[config.mk]
export PLATFORM = sky130hd
export DESIGN_NAME = rns_rho_extract
export DESIGN_NICKNAME = d
export VERILOG_FILES = /design/src/rtl/rns_rho_pkg.sv /design/src/rtl/rns_rho_terms.sv /design/src/rtl/rns_rho_csa.sv /design/src/rtl/rns_rho_modadd.sv /design/src/rtl/rns_rho_extract.sv
export SDC_FILE = /design/constraint.sdc
export NUM_CORES = 1
export LEC_CHECK = 0
export ABC_AREA = 1
export BUFFER_PORTS_ARGS = -buffer_cell sky130_fd_sc_hd__buf_2
export CORE_AREA = 5 5 59 61
export CTS_CLUSTER_SIZE = 14
export DETAILED_ROUTE_END_ITERATION = 12
export DIE_AREA = 0 0 64 66
export GPL_ROUTABILITY_DRIVEN = 1
export GPL_TIMING_DRIVEN = 0
export PLACE_DENSITY = 0.92
export SYNTH_ARGS = -nofsm -noshare
export SYNTH_HDL_FRONTEND = slang
export SYNTH_HIERARCHICAL = 1
export SYNTH_SLANG_ARGS = --single-unit
[constraint.sdc]
create_clock -name clk -period 7.5 [get_ports clk]
set_input_delay 0.75 -clock clk [delete_from_list [all_inputs] [get_ports clk]]
set_output_delay 0.75 -clock clk [all_outputs]
set_load 0.005 [all_outputs]
[src/rtl/rns_rho_pkg.sv]
// Shared types for the residue quotient extractor.
// Holds the select encoding used by the end-around adder pair.
package rns_rho_pkg;

    // Which of the two parallel adder results is forwarded.
    typedef enum logic {
        SEL_PLAIN = 1'b0,   // s + c already below 2^W - 1
        SEL_WRAP  = 1'b1    // s + c + 1 crossed 2^W: take the wrapped value
    } rho_sel_e;

endpackage

[src/rtl/rns_rho_terms.sv]
// Operand term former.
// Builds the four 2N-bit terms whose sum modulo 2^(2N)-1 is the quotient.
//   term_a :  2^(N-1)*(2^N+1)*res_lo  -> {res_lo,res_lo} rotated left by N-1
//   term_b : -2^N*res_mid             -> {~res_mid, all ones}
//   term_c : -2^(2N-1)*res_hi         -> complement of res_hi rotated right by 1
//   term_d :  2^(N-1)*res_hi          -> res_hi shifted left by N-1 (no wrap)
// Assumes N >= 2 and res_hi <= 2^N. Pure wiring and inversion, no arithmetic.
module rns_rho_terms #(
    parameter int N = 4
) (
    input  logic [N-1:0]   res_lo,
    input  logic [N-1:0]   res_mid,
    input  logic [N:0]     res_hi,
    output logic [2*N-1:0] term_a,
    output logic [2*N-1:0] term_b,
    output logic [2*N-1:0] term_c,
    output logic [2*N-1:0] term_d
);
    localparam int W     = 2 * N;
    localparam int PAD_H = W - N - 1;

    logic [W-1:0] lo_pair;
    logic [W-1:0] hi_wide;

    // Duplicate the low residue and widen the high residue to the word size.
    assign lo_pair = {res_lo, res_lo};
    assign hi_wide = {{PAD_H{1'b0}}, res_hi};

    // Negating 2^N*res_mid modulo 2^W-1 is the complement of {res_mid, zeros}.
    assign term_b = {~res_mid, {N{1'b1}}};

    // Per-bit routing for the rotated and shifted terms.
    for (genvar i = 0; i < W; i++) begin : g_bit
        localparam int ROT_A = (i + N - 1) % W;
        localparam int ROT_C = (i + 1) % W;

        assign term_a[ROT_A] = lo_pair[i];
        assign term_c[i]     = ~hi_wide[ROT_C];

        if (i >= N - 1) begin : g_shift
            assign term_d[i] = hi_wide[i - (N - 1)];
        end else begin : g_zero
            assign term_d[i] = 1'b0;
        end
    end

endmodule

[src/rtl/rns_rho_csa.sv]
// End-around carry-save stage.
// Compresses three W-bit words into a sum word and a carry word. The carry
// out of the top bit re-enters at bit 0, so the pair keeps the value of the
// three inputs modulo 2^W-1 exactly and never grows in width.
// Assumes W >= 2.
module rns_rho_csa #(
    parameter int W = 8
) (
    input  logic [W-1:0] in_a,
    input  logic [W-1:0] in_b,
    input  logic [W-1:0] in_c,
    output logic [W-1:0] out_sum,
    output logic [W-1:0] out_car
);
    logic [W-1:0] maj;

    // Bitwise full-adder sum and majority carry.
    assign out_sum = in_a ^ in_b ^ in_c;
    assign maj     = (in_a & in_b) | (in_a & in_c) | (in_b & in_c);

    // Carry weight doubles; the top carry wraps to weight 1 (2^W == 1).
    assign out_car = {maj[W-2:0], maj[W-1]};

endmodule

[src/rtl/rns_rho_modadd.sv]
// Modulo 2^W-1 carry-propagate adder.
// Two full-width adders run side by side: one forms s+c, the other s+c+1.
// When s+c+1 reaches 2^W the wrapped low bits of s+c+1 are the residue,
// otherwise s+c is already below the modulus. The only remaining
// non-canonical value, all ones (both inputs all ones), is folded to zero.
// Assumes W >= 2. Output range is [0, 2^W-2].
module rns_rho_modadd
    import rns_rho_pkg::*;
#(
    parameter int W = 8
) (
    input  logic [W-1:0] op_s,
    input  logic [W-1:0] op_c,
    output logic [W-1:0] res
);
    logic [W:0]   sum_plain;
    logic [W:0]   sum_inc;
    logic [W-1:0] picked;
    rho_sel_e     sel;

    // Parallel adders: no dependency between them, so one adder delay.
    assign sum_plain = {1'b0, op_s} + {1'b0, op_c};
    assign sum_inc   = {1'b0, op_s} + {1'b0, op_c} + {{W{1'b0}}, 1'b1};

    // Carry out of the incremented adder decides whether the wrap applies.
    assign sel = sum_inc[W] ? SEL_WRAP : SEL_PLAIN;

    // Forward the chosen adder result.
    always_comb begin
        unique case (sel)
            SEL_WRAP:  picked = sum_inc[W-1:0];
            default:   picked = sum_plain[W-1:0];
        endcase
    end

    // All ones is the second encoding of zero modulo 2^W-1.
    assign res = (&picked) ? '0 : picked;

endmodule

[src/rtl/rns_rho_extract.sv]
// Residue triple quotient extractor (top).
// Given canonical residues of X over {2^N-1, 2^N, 2^N+1}, registers
// quo = floor(X / 2^N) one clock edge after the residues are presented.
// Datapath: term former -> chain of end-around carry-save stages ->
// modulo 2^(2N)-1 adder pair -> output register.
// Assumes N >= 2, res_lo <= 2^N-2 and res_hi <= 2^N; other codes give an
// unspecified quotient. Synchronous active-low reset clears quo.
module rns_rho_extract #(
    parameter int N = 4
) (
    input  logic           clk,
    input  logic           rst_n,
    input  logic [N-1:0]   res_lo,
    input  logic [N-1:0]   res_mid,
    input  logic [N:0]     res_hi,
    output logic [2*N-1:0] quo
);
    localparam int W         = 2 * N;
    localparam int NUM_TERMS = 4;
    localparam int NUM_CSA   = NUM_TERMS - 2;

    logic [W-1:0] terms [NUM_TERMS];
    logic [W-1:0] acc_s [NUM_CSA + 1];
    logic [W-1:0] acc_c [NUM_CSA + 1];
    logic [W-1:0] quo_next;

    // Form the four wired terms.
    rns_rho_terms #(
        .N (N)
    ) u_terms (
        .res_lo  (res_lo),
        .res_mid (res_mid),
        .res_hi  (res_hi),
        .term_a  (terms[0]),
        .term_b  (terms[1]),
        .term_c  (terms[2]),
        .term_d  (terms[3])
    );

    // Seed the compression chain with the first two terms.
    assign acc_s[0] = terms[0];
    assign acc_c[0] = terms[1];

    // One end-around carry-save stage per remaining term.
    for (genvar k = 0; k < NUM_CSA; k++) begin : g_csa
        rns_rho_csa #(
            .W (W)
        ) u_csa (
            .in_a    (acc_s[k]),
            .in_b    (acc_c[k]),
            .in_c    (terms[k + 2]),
            .out_sum (acc_s[k + 1]),
            .out_car (acc_c[k + 1])
        );
    end

    // Resolve the final sum/carry pair modulo 2^W-1.
    rns_rho_modadd #(
        .W (W)
    ) u_modadd (
        .op_s (acc_s[NUM_CSA]),
        .op_c (acc_c[NUM_CSA]),
        .res  (quo_next)
    );

    // Output register with synchronous active-low clear.
    always_ff @(posedge clk) begin
        if (!rst_n) begin
            quo <= '0;
        end else begin
            quo <= quo_next;
        end
    end

endmodule

* After elaboration in Yosys (flattened, before gate mapping)
Index checks and enable logic that the tools add are counted.
** Cells by class
- Muxes and demuxes :: 2
- Add/subtract/negate cells :: 2
- Bitwise logic cells :: 21
- Reduce and logical (&&, ||, !) cells :: 2
** Operators by type and width (count)
- $and A8 B8 Y8 :: 6
- $or A8 B8 Y8 :: 4
- $xor A8 B8 Y8 :: 4
- $add A8 B8 Y9 :: 1
- $add A9 B1 Y9 const B :: 1
- $mux W8 :: 1
- $reduce_and A8 Y1 :: 1
- $not A1 Y1 :: 6
- $not A4 Y4 :: 1
- $reduce_or A2 Y1 :: 1
- $mux W1 :: 1
** Word-level totals
- Input bits :: 15
- Output and inout bits :: 8
- Flip-flop bits (word level) :: 8

* Longest topological paths before layout
Gate-level depths: netlist of run 1.
- Depth in word-level cells :: 13
- Gate-level depth with buffers :: 22
- Mapped depth without buffers :: 22

* Cells and area by module
The synthesis of run 1 kept the hierarchy.
** By module, submodules not included
- rns_rho_modadd :: sequential area each 0.0 µm², instances 1, area each 1034.7 µm², cells each 172
- rns_rho_csa :: sequential area each 0.0 µm², instances 2, area each 160.2 µm², cells each 8
- rns_rho_extract :: sequential area each 160.2 µm², instances 1, area each 225.2 µm², cells each 25
- rns_rho_terms :: sequential area each 0.0 µm², instances 1, area each 214.0 µm², cells each 34

* Least setup slack after synthesis of run 1
Ideal clock, no wire load.
- Path type :: input port to flip-flop
- Start :: in res_lo[1]
- End :: reg quo[0]
- Data arrival time :: 3.991 ns
- Required time :: 7.391 ns
- Stages on the path :: 19
- Setup slack :: 3.400 ns
- Path buffers :: 1
- Path through :: buf_4 > fa_1 > fa_1 > ha_1 > fa_1 > ha_1 > inv_1 > nor2_2 > nand3_4 > nor2_8 > nand3_4 > nand2_2 > nand3_1 > nand2_2 > nand2_4 > nor2_8 > a21oi_2 > nand2_1 > inv_1
** RTL lines
- start, declared :: RTL line rns_rho_extract.sv:13 : input logic [N-1:0] res_lo,
- end signal, assigned :: RTL line rns_rho_extract.sv:71 : quo <= quo_next;
- end, declared :: RTL line rns_rho_extract.sv:16 : output logic [2*N-1:0] quo

==> metrics.txt, run 1 <==
flops & latches, synth=8; f_max=244 MHz; synth warn=6; # hold bufs at CTS=0; Avg Cell Area, Syn=7.26 µm²; row cnt=20; WP data required=7.65 ns; Synth Area in Adders=0.252; critical path startpoint=res_lo[1]; worst path bufs/invs=3; Post-DRT Antenna Nets=0; Critical Path, Cell by Cell=buf_4, fa_1, fa_1, ha_1, fa_1, ha_1, inv_1, nor2_2, nand3_4, nor2_8, nand4_2, nand2_2, nand2_1, nand2_2, nand2_2, nor2_8, a21oi_2, nand2_1, inv_1; Hold WC Path Type=in2reg; crit path time final=4.10 ns; number of synthesized flops with an enable pin=0; Reg with most FFs=quo; max reg flops=8; area of the core=0.00293 mm²; Fin Hold WS=0.775 ns; mux cell area share after synthesis=0; RSZ-0062 raised after global routing=no; # DRC=0; Crit path largest cell delay=0.55 ns; GP Congestion=0.850; Die H=66 µm; DRT Wirelength=3.22 mm; GRT overflow=0; cell with the largest stage delay on the worst path=fa_1; first-pass detailed-route iteration total=4; clock sinks=8; # resized after CTS=0; WS Path Type=in2reg; largest family of logic cells by synthesized area=simple AND/OR/NAND/NOR gates; # diodes=0; post-synth top area share=0.190; synth unique cells=26; Max Cap Viol=0; Util after Layout=0.674; Setup violations, final=0; die area=0.00422 mm²; # Post-CTS Setup Buffers=0; PD cells=337 mW/mm²; status=completed; top post-synthesis cells by count=nand2_1, inv_1, buf_4; crit path max fanout=8; initial antenna violation count=0; largest cells by area after synthesis=fa_1, nand2_1, buf_4, inv_1, dfxtp_1; final worst setup slack=3.40 ns; Synth Area in Simple Gates=0.378; Synth Flop Type=dfxtp_1; hold path depth=3; vias=1465; design area=0.00197 mm²; Top Registers=quo (8); All-Layer GR Usage=0.176; sequential share of the synthesized area=0.0893; CP delay by family, top=adder cells; Final period util=0.547; layout cell share with drive strength beyond 1=0.338; # nets final=318; wire length per cell=10.5 µm; filler instances=237; Sequential Area=160 µm²; largest net degree at the start of global routing=9; Starting Density=0.613; Leak=1.16 nW; Area Overhead vs Synth=9.97%; Synth Area in XOR/XNOR=0.00976; Synth async-reset ratio=0; Setup crit end kind=flop; cell count after synthesis=247; maximum vdd ir drop=0.262 mV; Hold EP=quo[0]; crit path DAT=4.25 ns; DP HPWL=2.88 mm; setup TNS=0 ns; HP Start=rst_n; Die X-Extent=64 µm; PortBufs=17; Multi-input gate area=0.00129 mm²; CTS HTree Levels=1; clock buffer depth=2; max-slew violation count=0; CTS tree=yes; dominant cell type by area after synthesis=fa_1; post-synthesis compound-gate area fraction=0.0607; synthesized cell area=0.00179 mm²; placed inst area=0.00195 mm²; Iter 0 DRT Violations=67; first-pass GRT wire length=6.07 mm; Via density=4.76; final hold vios=0; vias in the first global route=1478; Worst setup SP type=primary input; Place WS=3.14 ns; io pins=23; count leader, synth=nand2_1; Worst-path clk slew=0.05 ns; CTS buffer count=3; CTS root buffer=clkbuf_4
[worst max-delay path by stage]
stage / cells past startpoint / to / slack, ns
finish: 19 / quo[2] / 3.40
global route: 20 / quo[6] / 3.18
CTS: 19 / quo[3] / 3.39
detailed placement: 19 / quo[3] / 3.14
global placement: 19 / quo[3] / 3.22
floorplan: 19 / quo[0] / 3.40
[metrics by stage]
stage | cells | total power [mW]
after detailed placement | 305 | 0.628
final | 308 | 0.664
after CTS | 308 | 0.666
after floorplan | 255 | 0.536
after global placement | 305 | 0.609
after global routing | 308 | 0.753
[cell families after synthesis]
logic type                 after synthesis
AOI/OAI and AO/OA                       15
xor gates and xnor gates                 2
adders and majority gates               26
buffers and inverters                   75
DFF                                      8
other                                    2
and+or+nand+nor                        119
[power breakdown]
| group | total (mW) | internal, mW | switching [mW] | leakage [nW] |
|---|---|---|---|---|
| Combinational | 0.569 | 0.201 | 0.368 | 1.08 |
| Sequential | 0.0623 | 0.0595 | 0.00284 | 0.0665 |
| Clock | 0.0325 | 0.0183 | 0.0142 | 0.0138 |
| Total | 0.664 | 0.279 | 0.385 | 1.16 |
[layout by cell type, fill, tap and decap left out, drive strengths merged]
master / synthesis / routed
a21oi: 13 / 13
buf: 24 / 41
clkbuf: 0 / 3
conb: 2 / 10
dfxtp: 8 / 8
fa: 17 / 17
ha: 9 / 9
inv: 51 / 51
nand2: 75 / 75
nand3: 27 / 27
nand4: 5 / 5
nor2: 12 / 12
o21ai: 2 / 2
xnor2: 1 / 1
xor2: 1 / 1
[layer usage]
| metal | vias to the layer above | track usage | routed length (µm) |
|---|---|---|---|
| li1 | 779 | - | - |
| met1 | 656 | 0.222 | 1400 |
| met2 | 30 | 0.324 | 1670 |
| met3 | 0 | 0.0323 | 156 |
| met4 | 0 | 0.00779 | 0 |
| met5 | - | 0 | 0 |
[final cells by class]
cell class | count | area share
sequential | 8 | 0.0812
tap | 33 | 0.0209
multi-input combinational | 172 | 0.656
inverter | 51 | 0.0970
timing repair buffer | 17 | 0.0431
buffer | 24 | 0.0900
clock buffer | 3 | 0.0114
Note: power is estimated with default switching activity, not from simulation.
==> run 2, diff against run 1 <==
--- a/config.mk
+++ b/config.mk
@@ -5,15 +5,15 @@
 export SDC_FILE = /design/constraint.sdc
 export NUM_CORES = 1
 export LEC_CHECK = 0
-export ABC_AREA = 1
+export ABC_AREA = 0
 export BUFFER_PORTS_ARGS = -buffer_cell sky130_fd_sc_hd__buf_2
-export CORE_AREA = 5 5 59 61
+export CORE_AREA = 5 5 58 60
 export CTS_CLUSTER_SIZE = 14
 export DETAILED_ROUTE_END_ITERATION = 12
-export DIE_AREA = 0 0 64 66
+export DIE_AREA = 0 0 63 65
 export GPL_ROUTABILITY_DRIVEN = 1
 export GPL_TIMING_DRIVEN = 0
-export PLACE_DENSITY = 0.92
+export PLACE_DENSITY = 0.86
 export SYNTH_ARGS = -nofsm -noshare
 export SYNTH_HDL_FRONTEND = slang
 export SYNTH_HIERARCHICAL = 1
==> constraint.sdc (replaced) <==
create_clock -name clk -period 3.8 [get_ports clk]
set_input_delay 0.38 -clock clk [delete_from_list [all_inputs] [get_ports clk]]
set_output_delay 0.38 -clock clk [all_outputs]
set_load 0.005 [all_outputs]
==> run 2 against run 1 <==
The flow now finishes with violations (setup timing); utilization up 0.17 points; worst hold slack worse by 0.35 ns; synthesized area shrank 14%; synthesized cell count shrank 31%; critical endpoint is now quo[7]; power is 110% higher.
==> metrics.txt, run 2 <==
status=complete, but fails checks; failing checks=setup timing; Highest Signal Layer=met4; All-Layer GR Usage=0.166; count leader, synth=buf_4; first-pass detailed-route iteration total=4; filler instances=222; flops & latches, synth=8; max reg flops=8; Util after Layout=0.676; WL met1=1.28 mm; Critical Path, Cell by Cell=buf_6, fa_1, fa_1, ha_2, fa_2, ha_4, o211ai_1, nor4_4, buf_4, o2111ai_4, xnor2_4, a221oi_4, a211oi_4, nor2_1, and2_1; CTS root buffer=clkbuf_4; io pins=23; Worst-path clk slew=0.05 ns; CTS tree=yes; synthesized cell area=0.00155 mm²; clock share of power=0.043; sequential share of the synthesized area=0.104; PD cells=711 mW/mm²; post-synth top area share=0.220; clock sinks=8; Placed Cells=230; Reg with most FFs=quo; crit path DAT=4.02 ns; Final Non-Filler Cells=247; Sequential Power Share=0.093; wire length on met2=1.90 mm; Avg Cell Area, Syn=9.04 µm²; # hold bufs at CTS=0; die area=0.00410 mm²; # nets final=257; max-slew violation count=0; vias in the first global route=1324; Hold EP=quo[0]; cell count after synthesis=171; Tightest Pin Transition=0.506 ns; Setup violations, final=8; Via density=5.14; Synth async-reset ratio=0; Synth Flop Type=dfxtp_1; Setup crit end kind=flop; # DRC=0; PortBufs=18; initial antenna violation count=0; worst path bufs/invs=2; Die X-Extent=63 µm; Net Sw Power=0.670 mW; WS Path Type=in2reg; Worst setup SP type=primary input; synth unique cells=47; CP delay by family, top=adder cells; crit path max fanout=8; number of synthesized flops with an enable pin=0; Final period util=1.02; final worst setup slack=-0.0862 ns; clock buffer depth=2; Starting Density=0.537; commonest cells after routing, fill and taps aside=buf_4, buf_2, nor2_1, fa_1, nand2_1; DP HPWL=2.52 mm; critical path startpoint=res_lo[1]; area of the core=0.00288 mm²; Hold WC Path Type=in2reg; Max Cap Viol=0; final hold vios=0; most common cell after layout, fill and taps aside=buf_4; DRT Wirelength=3.34 mm; CTS HTree Levels=1; slew margin rel.=0.660; HP Start=rst_n; overall power=1.38 mW; P_int=0.713 mW; Multi-input gate area=0.00129 mm²; top post-synthesis cells by count=buf_4, nor2_1, fa_1; Iter 0 DRT Violations=48; Area Overhead vs Synth=25.7%; synth warn=6; Leak=0.889 nW; switch share=0.485; vias=1269; crit path time final=3.89 ns; hold path depth=2; CP most frequent cell=fa_1; GP Congestion=0.848; Top Registers=quo (8); Combinational Power Share=0.865; row cnt=20; layout cell share with drive strength beyond 1=0.393; GRT overflow=0; CTS buffer count=3; Crit path largest cell delay=0.59 ns; Die H=65 µm; maximum vdd ir drop=0.443 mV; Place WS=-0.708 ns; RSZ-0062 raised after global routing=yes; first-pass GRT wire length=5.61 mm; dominant cell type by area after synthesis=fa_1; # diodes=0; met3 WL=147 µm; cell with the largest stage delay on the worst path=fa_2; Sequential Area=160 µm²; largest cells by area after synthesis=fa_1, buf_4, dfxtp_1, ha_1, nor2_1; wire length per cell=13.5 µm; largest net degree at the start of global routing=9; Post-DRT Antenna Nets=0; WP data required=3.93 ns; f_max=257 MHz
run 2: cell types whose count changed in the layout (fill, tap and decap cells not counted), moves of 4 or more:
| cell | change |
|---|---|
| inv_2 | -4 |
| a21oi_2 | -9 |
| and2_1 | +9 |
| inv_1 | -36 |
| nor2_2 | -4 |
| nor2_1 | +13 |
| buf_4 | +12 |
| nand3_1 | -19 |
| nand2_2 | -18 |
| nand3_2 | -4 |
| nand2_1 | -43 |
run 2: how the worst max path moves through the flow:
stage                         to  slack (ns)  cells after the start
final                     quo[7]       -0.09                     15
after global routing      quo[0]       -0.29                     13
after CTS                 quo[7]       -0.06                     14
after detailed placement  quo[7]       -0.71                     15
after global placement    quo[6]       -0.64                     15
after floorplan           quo[6]       -0.24                     14
run 2: routing by layer:
layer / global-route usage / vias to the layer above
met3: 0.0104 / 2
met5: 0 / -
li1: - / 634
met2: 0.329 / 34
met4: 0.0318 / 0
met1: 0.193 / 599
run 2: final cells by class:
cell class | instances | area share
multi-input cells | 136 | 0.665
repair buffers | 32 | 0.106
plain buffers | 24 | 0.0933
flip-flops and latches | 8 | 0.0824
inverters | 11 | 0.0212
well taps | 33 | 0.0212
clock buffers | 3 | 0.0116
run 2: cells by family (layout without fill, tap and decap cells):
| logic type | Yosys count | after routing | synth area share |
|---|---|---|---|
| AND/OR/NAND/NOR | 56 | 56 | 0.197 |
| XOR/XNOR | 10 | 10 | 0.0663 |
| flip-flops | 8 | 8 | 0.104 |
| other | 2 | 10 | 0.00486 |
| multiplexers | 3 | 3 | 0.0202 |
| buffers and inverters | 35 | 70 | 0.142 |
| adder cells (fa/ha/maj) | 26 | 26 | 0.293 |
| AO/OA/AOI/OAI | 31 | 31 | 0.173 |
run 2: metrics by stage:
step / instance area (µm²) / hold WS (ns) / TNS, ns
finish: 1940 / 0.422 / -0.617
global route: 1940 / 0.447 / -2.15
CTS: 1880 / 0.417 / -0.234
detailed placement: 1730 / 0.671 / -5.49
global placement: 1730 / 0.669 / -5.01
floorplan: 1600 / 0.507 / -1.79
run 2: power by group through the flow:
stage / Sequential (mW) / Clock, mW / Combinational, mW
2_1_floorplan: 0.138 / 0 / 0.773
3_3_place_gp: 0.129 / 0 / 0.935
5_1_grt: 0.133 / 0.0695 / 1.32
3_5_place_dp: 0.130 / 0 / 0.961
4_1_cts: 0.129 / 0.0620 / 1.07
6_report: 0.128 / 0.0592 / 1.20
run 2: repair_timing:
| action | CTS | global route |
|---|---|---|
| endpoints found under the setup margin | 8 | 8 |
| buffers inserted | 12 | 2 |
| resized for setup | 8 | 7 |
| pin swaps | 16 | 6 |
